<file path="src/rtl/acq_pkg.sv">
package acq_pkg;

  typedef enum logic [1:0] {
    OP_START = 2'd0,
    OP_WRITE = 2'd1,
    OP_READ  = 2'd2,
    OP_STOP  = 2'd3
  } bus_op_e;

  typedef enum logic [1:0] {
    TX_CMD  = 2'd0,
    TX_WREG = 2'd1,
    TX_RREG = 2'd2
  } txn_kind_e;

  typedef enum logic [2:0] {
    PH_IDLE = 3'd0,
    PH_RST  = 3'd1,
    PH_CFG  = 3'd2,
    PH_POLL = 3'd3,
    PH_RES  = 3'd4
  } phase_e;

endpackage

</file>
<file path="src/rtl/acq_rst_sync.sv">
module acq_rst_sync (
  input  logic clk,
  input  logic rst_ni,
  output logic rst_no
);
  logic [1:0] sync_q;

  always_ff @(posedge clk or negedge rst_ni) begin
    if (!rst_ni) sync_q <= 2'b00;
    else         sync_q <= {sync_q[0], 1'b1};
  end

  assign rst_no = sync_q[1];
endmodule

</file>
<file path="src/rtl/acq_txn_unit.sv">
module acq_txn_unit
  import acq_pkg::*;
#(
  parameter logic [6:0] DEV_ADDR = 7'h48,
  parameter int         MAX_RD   = 3,
  localparam int        RD_W     = $clog2(MAX_RD + 1),
  localparam int        STEP_W   = $clog2(MAX_RD + 7)
) (
  input  logic            clk,
  input  logic            rst_n,
  input  logic            go_i,
  input  txn_kind_e       kind_i,
  input  logic [7:0]      ptr_i,
  input  logic [7:0]      wdata_i,
  input  logic [RD_W-1:0] nrd_i,
  output logic            cmd_valid_o,
  output bus_op_e         cmd_op_o,
  output logic [7:0]      cmd_data_o,
  output logic            cmd_nack_o,
  input  logic            eng_done_i,
  input  logic            eng_ack_i,
  output logic            rbyte_valid_o,
  output logic            end_o,
  output logic            nack_o
);
  logic              active_q, fail_q;
  txn_kind_e         kind_q;
  logic [7:0]        ptr_q, wdata_q;
  logic [RD_W-1:0]   nrd_q;
  logic [STEP_W-1:0] step_q, last_step;

  bus_op_e    op;
  logic [7:0] data;
  logic       nack;

  // step decode: which command the current step presents
  always_comb begin
    op   = OP_STOP;
    data = 8'h00;
    nack = 1'b0;
    unique case (kind_q)
      TX_CMD:  last_step = STEP_W'(3);
      TX_WREG: last_step = STEP_W'(4);
      default: last_step = STEP_W'(5) + STEP_W'(nrd_q);
    endcase
    if (!fail_q && step_q != last_step) begin
      if (step_q == STEP_W'(0)) begin
        op = OP_START;
      end else if (step_q == STEP_W'(1)) begin
        op   = OP_WRITE;
        data = {DEV_ADDR, 1'b0};
      end else if (step_q == STEP_W'(2)) begin
        op   = OP_WRITE;
        data = ptr_q;
      end else if (kind_q == TX_WREG) begin
        op   = OP_WRITE;
        data = wdata_q;
      end else if (step_q == STEP_W'(3)) begin
        op = OP_START;
      end else if (step_q == STEP_W'(4)) begin
        op   = OP_WRITE;
        data = {DEV_ADDR, 1'b1};
      end else begin
        op   = OP_READ;
        nack = (step_q == last_step - STEP_W'(1));
      end
    end
  end

  logic adv_en;
  assign adv_en = active_q && eng_done_i;

  always_ff @(posedge clk or negedge rst_n) begin
    if (!rst_n) begin
      active_q <= 1'b0;
      fail_q   <= 1'b0;
      kind_q   <= TX_CMD;
      ptr_q    <= 8'h00;
      wdata_q  <= 8'h00;
      nrd_q    <= '0;
      step_q   <= '0;
    end else if (go_i && !active_q) begin
      active_q <= 1'b1;
      fail_q   <= 1'b0;
      kind_q   <= kind_i;
      ptr_q    <= ptr_i;
      wdata_q  <= wdata_i;
      nrd_q    <= nrd_i;
      step_q   <= '0;
    end else if (adv_en) begin
      if (op == OP_STOP)                    active_q <= 1'b0;
      else if (op == OP_WRITE && !eng_ack_i) fail_q  <= 1'b1;
      else                                   step_q  <= step_q + STEP_W'(1);
    end
  end

  assign cmd_valid_o   = active_q;
  assign cmd_op_o      = op;
  assign cmd_data_o    = data;
  assign cmd_nack_o    = nack;
  assign rbyte_valid_o = adv_en && (op == OP_READ);
  assign end_o         = adv_en && (op == OP_STOP);
  assign nack_o        = fail_q;
endmodule

</file>
<file path="src/rtl/acq_byte_asm.sv">
module acq_byte_asm #(
  parameter int  NBYTES = 3,
  localparam int WORD_W = 8 * NBYTES
) (
  input  logic              clk,
  input  logic              rst_n,
  input  logic              push_i,
  input  logic [7:0]        byte_i,
  output logic [WORD_W-1:0] word_o
);
  logic [WORD_W-1:0] acc_q;

  generate
    if (NBYTES == 1) begin : g_single
      always_ff @(posedge clk or negedge rst_n) begin
        if (!rst_n)      acc_q <= '0;
        else if (push_i) acc_q <= byte_i;
      end
    end else begin : g_shift
      // earliest byte ends up in the top bits
      always_ff @(posedge clk or negedge rst_n) begin
        if (!rst_n)      acc_q <= '0;
        else if (push_i) acc_q <= {acc_q[WORD_W-9:0], byte_i};
      end
    end
  endgenerate

  assign word_o = acc_q;
endmodule

</file>
<file path="src/rtl/acq_sequencer.sv">
module acq_sequencer
  import acq_pkg::*;
#(
  parameter logic [6:0]          DEV_ADDR  = 7'h48,
  parameter logic [7:0]          RST_CMD   = 8'hBE,
  parameter int                  NCFG      = 2,
  parameter logic [NCFG*8-1:0]   CFG_REGS  = 16'h0B0A,
  parameter logic [NCFG*8-1:0]   CFG_VALS  = 16'h01A0,
  parameter logic [7:0]          STAT_REG  = 8'h00,
  parameter int                  EOC_BIT   = 0,
  parameter logic                EOC_READY = 1'b0,
  parameter int                  RES_BYTES = 3,
  parameter logic [23:0]         RES_REGS  = 24'h070401
) (
  input  logic                   clk,
  input  logic                   rst_n,
  input  logic                   start_i,
  output logic                   cmd_valid_o,
  output logic [1:0]             cmd_op_o,
  output logic [7:0]             cmd_data_o,
  output logic                   cmd_nack_o,
  input  logic                   eng_done_i,
  input  logic                   eng_ack_i,
  input  logic [7:0]             eng_rdata_i,
  output logic [8*RES_BYTES-1:0] cap_x_o,
  output logic [8*RES_BYTES-1:0] cap_y_o,
  output logic [8*RES_BYTES-1:0] temp_o,
  output logic                   done_o,
  output logic                   err_o
);
  localparam int NRES  = 3;
  localparam int RES_W = 8 * RES_BYTES;
  localparam int RD_W  = $clog2(RES_BYTES + 1);
  localparam int IDX_N = (NCFG > NRES) ? NCFG : NRES;
  localparam int IDX_W = $clog2(IDX_N);

  logic rst_n_s;

  acq_rst_sync u_rst (.clk(clk), .rst_ni(rst_n), .rst_no(rst_n_s));

  // ---------------- transaction launch ----------------
  phase_e           phase_q, phase_d;
  logic [IDX_W-1:0] idx_q, idx_d;
  logic             wait_q, wait_d;
  logic             err_q, err_d, done_q, done_d;
  logic             out_ld, sh_ld;

  logic             go;
  txn_kind_e        kind;
  logic [7:0]       ptr, wdata;
  logic [RD_W-1:0]  nrd;
  logic             txn_end, txn_nack, rbyte_valid;
  bus_op_e          op;
  logic [RES_W-1:0] word;

  assign go = (phase_q != PH_IDLE) && !wait_q;

  always_comb begin
    kind  = TX_CMD;
    ptr   = RST_CMD;
    wdata = 8'h00;
    nrd   = RD_W'(1);
    unique case (phase_q)
      PH_CFG: begin
        kind  = TX_WREG;
        ptr   = CFG_REGS[int'(idx_q)*8 +: 8];
        wdata = CFG_VALS[int'(idx_q)*8 +: 8];
      end
      PH_POLL: begin
        kind = TX_RREG;
        ptr  = STAT_REG;
      end
      PH_RES: begin
        kind = TX_RREG;
        ptr  = RES_REGS[int'(idx_q)*8 +: 8];
        nrd  = RD_W'(RES_BYTES);
      end
      default: ;
    endcase
  end

  acq_txn_unit #(.DEV_ADDR(DEV_ADDR), .MAX_RD(RES_BYTES)) u_txn (
    .clk(clk), .rst_n(rst_n_s), .go_i(go), .kind_i(kind), .ptr_i(ptr),
    .wdata_i(wdata), .nrd_i(nrd), .cmd_valid_o(cmd_valid_o), .cmd_op_o(op),
    .cmd_data_o(cmd_data_o), .cmd_nack_o(cmd_nack_o), .eng_done_i(eng_done_i),
    .eng_ack_i(eng_ack_i), .rbyte_valid_o(rbyte_valid), .end_o(txn_end),
    .nack_o(txn_nack)
  );

  assign cmd_op_o = op;

  acq_byte_asm #(.NBYTES(RES_BYTES)) u_asm (
    .clk(clk), .rst_n(rst_n_s), .push_i(rbyte_valid), .byte_i(eng_rdata_i),
    .word_o(word)
  );

  // ---------------- phase controller: next state ----------------
  always_comb begin
    phase_d = phase_q;
    idx_d   = idx_q;
    wait_d  = wait_q;
    err_d   = err_q;
    done_d  = 1'b0;
    out_ld  = 1'b0;
    sh_ld   = 1'b0;
    if (phase_q == PH_IDLE) begin
      if (start_i) begin
        phase_d = PH_RST;
        idx_d   = '0;
        err_d   = 1'b0;
      end
    end else if (!wait_q) begin
      wait_d = 1'b1;
    end else if (txn_end) begin
      wait_d = 1'b0;
      if (txn_nack) begin
        phase_d = PH_IDLE;
        err_d   = 1'b1;
      end else begin
        unique case (phase_q)
          PH_RST: begin
            phase_d = PH_CFG;
            idx_d   = '0;
          end
          PH_CFG: begin
            if (idx_q == IDX_W'(NCFG - 1)) begin
              phase_d = PH_POLL;
              idx_d   = '0;
            end else begin
              idx_d = idx_q + IDX_W'(1);
            end
          end
          PH_POLL: begin
            if (word[EOC_BIT] == EOC_READY) begin
              phase_d = PH_RES;
              idx_d   = '0;
            end
          end
          PH_RES: begin
            if (idx_q == IDX_W'(NRES - 1)) begin
              phase_d = PH_IDLE;
              done_d  = 1'b1;
              out_ld  = 1'b1;
            end else begin
              sh_ld = 1'b1;
              idx_d = idx_q + IDX_W'(1);
            end
          end
          default: phase_d = PH_IDLE;
        endcase
      end
    end
  end

  // ---------------- phase controller: registers ----------------
  always_ff @(posedge clk or negedge rst_n_s) begin
    if (!rst_n_s) begin
      phase_q <= PH_IDLE;
      idx_q   <= '0;
      wait_q  <= 1'b0;
      err_q   <= 1'b0;
      done_q  <= 1'b0;
    end else begin
      phase_q <= phase_d;
      idx_q   <= idx_d;
      wait_q  <= wait_d;
      err_q   <= err_d;
      done_q  <= done_d;
    end
  end

  // shadow copies of the earlier results until the set is complete
  logic [RES_W-1:0] sh_q [NRES-1];

  generate
    for (genvar g = 0; g < NRES - 1; g++) begin : g_shadow
      always_ff @(posedge clk or negedge rst_n_s) begin
        if (!rst_n_s)                              sh_q[g] <= '0;
        else if (sh_ld && idx_q == IDX_W'(g))      sh_q[g] <= word;
      end
    end
  endgenerate

  logic [RES_W-1:0] cap_x_q, cap_y_q, temp_q;

  always_ff @(posedge clk or negedge rst_n_s) begin
    if (!rst_n_s) begin
      cap_x_q <= '0;
      cap_y_q <= '0;
      temp_q  <= '0;
    end else if (out_ld) begin
      cap_x_q <= sh_q[0];
      cap_y_q <= sh_q[1];
      temp_q  <= word;
    end
  end

  assign cap_x_o = cap_x_q;
  assign cap_y_o = cap_y_q;
  assign temp_o  = temp_q;
  assign done_o  = done_q;
  assign err_o   = err_q;
endmodule

</file>
<file path="config.mk">
export PLATFORM = sky130hd
export DESIGN_NAME = acq_sequencer
export DESIGN_NICKNAME = d
export VERILOG_FILES = /design/src/rtl/acq_pkg.sv /design/src/rtl/acq_rst_sync.sv /design/src/rtl/acq_txn_unit.sv /design/src/rtl/acq_byte_asm.sv /design/src/rtl/acq_sequencer.sv
export SDC_FILE = /design/constraint.sdc
export NUM_CORES = 1
export LEC_CHECK = 0
export BUFFER_PORTS_ARGS = -buffer_cell sky130_fd_sc_hd__buf_2
export CAP_MARGIN = 15
export CORE_AREA = 2 2 136 138
export DETAILED_ROUTE_END_ITERATION = 8
export DIE_AREA = 0 0 138 140
export PLACE_DENSITY = 0.61
export RECOVER_POWER = 100
export SLEW_MARGIN = 20
export SYNTH_ARGS = -nofsm -noshare
export SYNTH_HDL_FRONTEND = slang
export SYNTH_HIERARCHICAL = 1
export SYNTH_SLANG_ARGS = --single-unit
</file>
<file path="constraint.sdc">
create_clock -name clk -period 17.8 [get_ports clk]
set_clock_uncertainty 0.2 [all_clocks]
set_input_delay 0.89 -clock clk [delete_from_list [all_inputs] [get_ports clk]]
set_output_delay 0.89 -clock clk [all_outputs]
set_load 0.01 [all_outputs]
</file>
Yosys cells after proc, flatten, opt, wreduce, memory -nomap -nowiden

Index checks and enable logic that the tools add are counted.

Equality and inequality tests: 25
Multipliers: 0
Muxes and demuxes: 74
Bitwise operators: 0
Shift operators: 3
$lt $le $gt $ge: 0
Reductions and logical operators: 32
Div/mod/pow operators: 0
Add/subtract/negate cells: 4

Operators by type and width:

| kind                    | count |
|---|---|
| $mux 8                  | 8 |
| $mux 1                  | 33 |
| $mux 2                  | 16 |
| $shiftx 16x6->8 const A | 2 |
| $mux 3                  | 8 |
| $pmux 8 s3              | 1 |
| $shiftx 24x6->8 const A | 1 |
| $mux 4                  | 4 |
| $pmux 3 s4              | 1 |
| $reduce_bool 2->1       | 6 |
| $logic_and 1x1->1       | 9 |
| $eq 4x2->1 const B      | 2 |
| $ne 4x3->1 const B      | 2 |
| $pmux 2 s4              | 1 |
| $pmux 4 s2              | 1 |
| $reduce_and 7->1        | 1 |
| $eq 2x1->1 const B      | 3 |
| $eq 2x2->1 const B      | 3 |
| $eq 3x2->1 const B      | 2 |
| $ne 3x3->1 const B      | 2 |
| $reduce_and 3->1        | 2 |
| $reduce_and 6->1        | 1 |
| $reduce_bool 5->1       | 1 |
| $add 3x2->4 const A     | 1 |
| 21 further kinds        | 27 |

Latch bits: 0
Register bits: 180
Word-level logic and storage cells: 157
Memories: 0
Memory bits (writable): 0
ROM bits: 0

Logic depth before layout (Yosys ltp)

Gate-level depths: netlist of run 1.

Depth after elaboration: 14
Gate-level depth with buffers: 11
Depth with buffers taken out: 9

By module

Netlist of run 1, hierarchy kept.

By module, submodules not included:

| module        | cells each | area each (sq um) | sequential area each (sq um) | times used |
|---|---|---|---|---|
| acq_sequencer | 337        | 5,258.8           | 3,203.1                      | 1 |
| acq_txn_unit  | 202        | 1,584.0           | 650.6                        | 1 |
| acq_byte_asm  | 51         | 997.2             | 600.6                        | 1 |
| acq_rst_sync  | 3          | 53.8              | 50.0                         | 1 |

Least setup slack after synthesis of run 1

Ideal clock, no wire load.

Kind: register to output
Start: register u_txn.nrd_q[0]
End: output cmd_data_o[1]
Slack: 14,528 ps
Required time: 16,710 ps
Stages on the path, launching flop included: 8
Arrival time: 2,182 ps
Path through: dfrtp_1 -> ha_1 -> and3b_1 -> o2111a_1 -> or3_1 -> buf_6 -> or3_1 -> a21oi_1

Cells in the longest elaborated chain, start to end: 5

RTL lines:

| item                     | RTL line            | text |
|---|---|---|
| start: declaration       | acq_txn_unit.sv:29  | `logic [RD_W-1:0] nrd_q;` |
| start signal: assignment | acq_txn_unit.sv:88  | `nrd_q <= nrd_i;` |
| $add 3x2->4              | acq_txn_unit.sv:44  | `default: last_step = STEP_W'(5) + STEP_W'(nrd_q);` |
| $pmux 4 s2               | acq_txn_unit.sv:41  | `unique case (kind_q)` |
| $ne 4x4->1               | acq_txn_unit.sv:46  | `if (!fail_q && step_q != last_step) begin` |
| $logic_and 1x1->1        | acq_txn_unit.sv:46  |  |
| $mux 8                   | acq_txn_unit.sv:46  |  |
| end: declaration         | acq_sequencer.sv:20 | `output logic [7:0] cmd_data_o,` |

Every way passes these cells.

==> reports/results.txt, run 1 <==
most common cell type on the critical path = clkbuf_1
Slew HR = -112%
WL met3 = 605 µm
io pins = 99
DR vias/cell = 5.08
TNS Setup = 0 ns
Combinational Power Share = 23.2%
Psw = 0.410 mW
failing checks = capacitance limit, slew limit
die area = 19300 µm²
starting density of the core = 44.4%
minimum clock period = 7.38 ns
die width = 138 µm
DP Worst Slack = 14.22 ns
CTS tree = built
Skew-Pair Late Insertion Delay = 0.42 ns
placer congestion estimate = 0.862
Pwr per Cell Area = 139 nW/µm²
Clk pin slew, worst setup/hold paths = 0.07 ns
CTS Hold Bufs = 0
Final Max Tran Viols = 357
first-pass GRT wire length = 25800 µm
Nets = 713
share of layout cells above drive strength 1 = 22.0%
Setup CP Type = flop to asynchronous set/reset pin
Syn Inst Count = 593
CP arrival = 7.00 ns
Cell Int Power = 0.801 mW
Final Hold Viols = 0
Top Metal Used = met4
vias = 4729
fin area = 8720 µm²
grt total ovfl = 0
initial drt markers = 201
clock tree buffer depth = 2
Worst-Margin Slew = 3.18 ns
CP delay by family, top = buffers and inverters
DRT antenna net count = 0
Crit. End Element = asynchronous set/reset pin
FILL cells = 1684
FF-to-FF setup slack = 10.42 ns
WP buf/inv = 2
Post-Route M1 WL = 7470 µm
CP cell instances = clkbuf_1 -> clkbuf_1
Leakage = 4.34 nW
ys async rst share = 100%
Yosys cell types = 55
maximum VDD drop = 0.0709 mV
synthesized flop and latch total = 180
H-tree depth = 4
unrepaired setup endpoints after global routing = no
Switching Fraction = 33.8%
dpl hpwl = 10400 µm
Final Cycle Share = 41.4%
drt pass-1 iters = 4
Critical Path Fanout Max = 64
largest net degree at the start of global routing = 74
Clock Sinks = 180
MaxCap Viol Count = 8
post-CTS sizing = 0
Yosys Warn Count = 6
DIE HEIGHT = 140 µm
top_reg_cell synth = dfrtp_1
sequential-to-total area share from yosys stat = 57.1%
Final Util = 49.1%
vias in the first global route = 4892
Required @ worst endpoint = 17.42 ns
Clk pwr share = 30.0%
gr usage total = 16.8%
Crit-path slowest cell = clkbuf_1
antenna violations before repair = 0
area taken by multi-input logic gates = 2920 µm²
# Post-CTS Setup Buffers = 0
Mean Syn Cell Area = 13.3 µm²
Post-Route WL = 15800 µm
DRC Markers = 0
Placed Area = 8430 µm²
Final setup viols = 0
routed wire length on met2 = 7590 µm
FMAX = 136 MHz
CP max stage delay = 2.39 ns
Flop pwr share = 46.8%
status = complete, but fails checks
worst min path class = input port to asynchronous set/reset pin
area grow syn2layout = 10.5%
sequential cell area = 4500 µm²
TritonCTS buffer count = 17
# port buffers = 98
number of enable flip-flop cells after synthesis = 0
clock root cell = clkbuf_16
ANT cells = 0
Synth Cell Area = 7890 µm²
CORE AREA = 17800 µm²
setup ws final = 10.42 ns
Critical Path Source Type = flop
DR WL/cell = 17.0 µm
FP Rows = 49
==> logic make-up (layout without fill, tap and decap cells) <==
logic type	Yosys count	in the layout	synth area share, %
flops	180	180	57.1
mux	153	153	23.3
simple gates	152	152	9.08
compound gates	45	45	3.53
buf+inv	43	146	4.50
fa+ha+maj	11	11	1.74
xor+xnor	6	6	0.666
other cells	3	8	0.143
==> layout by cell type, fill, tap and decap left out, drive strengths merged, types with 3 or more instances in the layout <==
cell    instances
dfrtp         180
mux2          148
o21ai          14
nand2b          5
a21oi          14
buf            11
nor2b           5
nor2           21
xor2            3
mux2i           5
xnor2           3
nor4            3
ha             11
and3            3
nand2          85
or3             3
nor3            9
inv            18
nand3           4
clkbuf        113
conb            8
and2            4
==> through the flow <==
stage	hold slack [ns]	instances	power, mW
3_5_place_dp	0.135	899	0.888
5_1_grt	0.0239	930	1.29
2_1_floorplan	0.131	598	0.803
6_report	0.0341	930	1.21
4_1_cts	0.0151	930	1.26
3_3_place_gp	0.140	899	0.877
==> routing by layer <==
layer  track usage, %  up-vias
met5                0        -
met4             5.21        0
met3             3.93       12
met2             27.2       91
met1             22.7     2397
li1                 -     2229
==> Yosys cell counts (3+ instances only) <==
master | count | area, µm²
nor3_1 | 8 | 40.0
mux2_1 | 5 | 56.3
conb_1 | 3 | 11.3
xor2_1 | 3 | 26.3
inv_1 | 12 | 45.0
mux2_4 | 32 | 480
nand3_1 | 4 | 20.0
o21ai_0 | 14 | 70.1
nand2_1 | 84 | 315
and3_1 | 3 | 18.8
nor2b_1 | 5 | 31.3
buf_6 | 12 | 135
a21oi_1 | 14 | 70.1
ha_1 | 11 | 138
nor2_1 | 21 | 78.8
nand2b_1 | 5 | 31.3
mux2i_1 | 5 | 50.1
and2_1 | 3 | 18.8
mux2_2 | 111 | 1250
xnor2_1 | 3 | 26.3
dfrtp_1 | 180 | 4500
clkbuf_1 | 9 | 33.8
buf_12 | 6 | 120
==> worst reg2reg max path, stage by stage, from the launching register on <==
cell	delay, ns
dfrtp_1	1.85
clkbuf_1	2.30
clkbuf_1	2.41
==> path summary, 6_finish.rpt <==
path / endpoint / cells past startpoint / start
max: cap_y_o[16] / 2 / u_rst/sync_q[1]
min: u_rst/sync_q[0] / 1 / rst_n
max reg2reg: cap_y_o[16] / 2 / u_rst/sync_q[1]
min reg2reg: u_rst/sync_q[1] / 0 / u_rst/sync_q[0]
max in group clk: cap_x_o[12] / 8 / u_txn/step_q[2]
min in group clk: u_rst/sync_q[1] / 0 / u_rst/sync_q[0]
==> power by group through the flow <==
stage	clock [mW]	combinational [mW]	sequential, mW
after floorplan	0	0.270	0.533
after global placement	0	0.304	0.572
after detailed placement	0	0.312	0.576
after CTS	0.373	0.314	0.569
after global routing	0.395	0.317	0.579
final	0.363	0.281	0.567
==> layout make-up <==
class / instances / area share (%)
inverter: 12 / 0.516
sequential: 180 / 51.6
timing repair buffer: 103 / 4.59
tap: 229 / 3.28
multi-input combinational: 375 / 33.4
clock buffer: 21 / 5.28
clock inverter: 10 / 1.28
==> state kept, by name (all words and copies together) (netlist names) <==
register,count
cap_x_o,24
cap_y_o,24
done_o,1
err_o,1
idx_q,2
phase_q,3
sh_q,48
temp_o,24
u_asm/word_o,24
u_rst/sync_q,2
u_txn/cmd_valid_o,1
u_txn/kind_q,2
u_txn/nack_o,1
u_txn/nrd_q,2
u_txn/ptr_q,8
u_txn/step_q,4
u_txn/wdata_q,8
wait_q,1
No activity file was read; power rests on OpenSTA's default activity.
==> run 2: changes to the inputs <==
Settings changed: PLACE_DENSITY 0.61 to 0.63.
Clock period 17.8 ns to 6.5 ns, I/O delays scaled along.
==> reports/results.txt, run 2 (synthesis results as in run 1) <==
share of layout cells above drive strength 1 = 22.9%
FP Rows = 49
CORE AREA = 17800 µm²
max FFs per register = 48
largest reg by FF count = sh_q
DR WL/cell = 16.6 µm
Worst-Margin Slew = 1.91 ns
vias = 4816
H-tree depth = 4
Critical Path Fanout Max = 24
most frequent cells in the layout = dfrtp_1 (180), mux2_2 (111), clkbuf_1 (89)
clock root cell = clkbuf_16
io pins = 99
CP arrival = 4.42 ns
DIE HEIGHT = 140 µm
Skew-Pair Late Insertion Delay = 0.43 ns
worst min path class = input port to flop
FF-to-FF setup slack = 2.19 ns
Clk pin slew, worst setup/hold paths = 0.07 ns
WL met3 = 645 µm
TritonCTS buffer count = 17
FILL cells = 1630
die area = 19300 µm²
area grow syn2layout = 12.7%
DRC Markers = 0
maximum VDD drop = 0.222 mV
drt pass-1 iters = 4
Setup CP Type = flop to flop
FMAX = 232 MHz
initial drt markers = 202
clock tree buffer depth = 2
CP max stage delay = 1.17 ns
Final Cycle Share = 66.4%
commonest non-fill, non-tap cell in the layout = dfrtp_1
post-CTS sizing = 0
Clock Sinks = 180
vias in the first global route = 4962
first-pass GRT wire length = 25900 µm
ANT cells = 0
minimum clock period = 4.31 ns
TNS Setup = 0 ns
# port buffers = 98
gr usage total = 16.7%
Leakage = 4.43 nW
Final Max Tran Viols = 222
setup ws final = 2.19 ns
Slew HR = -27.6%
CTS tree = built
Required @ worst endpoint = 6.60 ns
die width = 138 µm
Pwr per Cell Area = 381 nW/µm²
CP cell instances = or4bb_1 -> a211oi_1 -> nor3_1 -> nor2_1 -> nand2_1 -> nor4_1 -> and2_0 -> clkbuf_1 -> mux2_2
DRT antenna net count = 0
Final setup viols = 0
DP Worst Slack = 2.92 ns
grt total ovfl = 0
failing checks = capacitance limit, slew limit
CTS Hold Bufs = 10
Top Metal Used = met4
Post-Route M1 WL = 7250 µm
starting density of the core = 44.4%
Critical Path Source Type = flop
routed wire length on met2 = 7520 µm
placer congestion estimate = 0.855
MaxCap Viol Count = 6
unrepaired setup endpoints after global routing = no
# Post-CTS Setup Buffers = 0
Crit-path slowest cell = clkbuf_1
Nets = 723
largest net degree at the start of global routing = 79
Post-Route WL = 15600 µm
status = complete, but fails checks
dpl hpwl = 10300 µm
Final Hold Viols = 0
Crit. End Element = flop
DR vias/cell = 5.12
antenna violations before repair = 0
==> run 2: worst paths after layout <==
path	start	to	depth (start not counted)
max	u_txn/step_q[1]	sh_q[21]	9
min	start_i	err_o	3
max reg2reg	u_txn/step_q[1]	sh_q[21]	9
min reg2reg	u_rst/sync_q[0]	u_rst/sync_q[1]	0
max in group asynchronous	u_rst/sync_q[1]	temp_o[21]	1
min in group asynchronous	u_rst/sync_q[1]	sh_q[29]	0
==> run 2: layer usage <==
layer,global-route usage (%),up-vias
met3,4.31,22
met5,0,-
met1,22.2,2436
met2,27.3,109
li1,-,2249
met4,4.99,0
==> run 2: area by class of cell <==
class	count	area, µm²	share of cell area (%)
clock buffers	18	439	4.94
clock inverters	14	185	2.08
inverters	12	45.0	0.506
multi-input cells	375	2930	32.9
flip-flops and latches	180	4500	50.6
well taps	229	287	3.22
repair buffers	113	507	5.70
==> run 2: critical path, delay by kind of cell (launching register included) <==
| family | cells | cell delay [ns] |
|---|---|---|
| DFF | 1 | 0.54 |
| AOI/OAI and AO/OA | 1 | 0.34 |
| buffers and inverters | 1 | 1.17 |
| and+or+nand+nor | 6 | 1.49 |
| muxes | 1 | 0.44 |
==> run 2: stage by stage <==
stage                     power (mW)  hold WS, ns  utilization [%]  std cells  area (µm²)
after floorplan                 2.20       -0.171                -        598        7910
after detailed placement        2.42      -0.0865             47.4        899        8430
after global routing            3.59       0.0997             50.0        941        8900
after global placement          2.38      -0.0882             47.4        899        8430
after CTS                       3.50       0.0642             51.5        941        9150
final                           3.39       0.0764             50.0        941        8900
==> run 2: report_power, final <==
part / switching [mW] / internal [mW] / total (mW) / leakage, nW
clock network: 0.466 / 0.598 / 1.06 / 0.301
logic: 0.440 / 0.338 / 0.778 / 1.72
registers: 0.243 / 1.30 / 1.55 / 2.41
total: 1.15 / 2.24 / 3.39 / 4.43
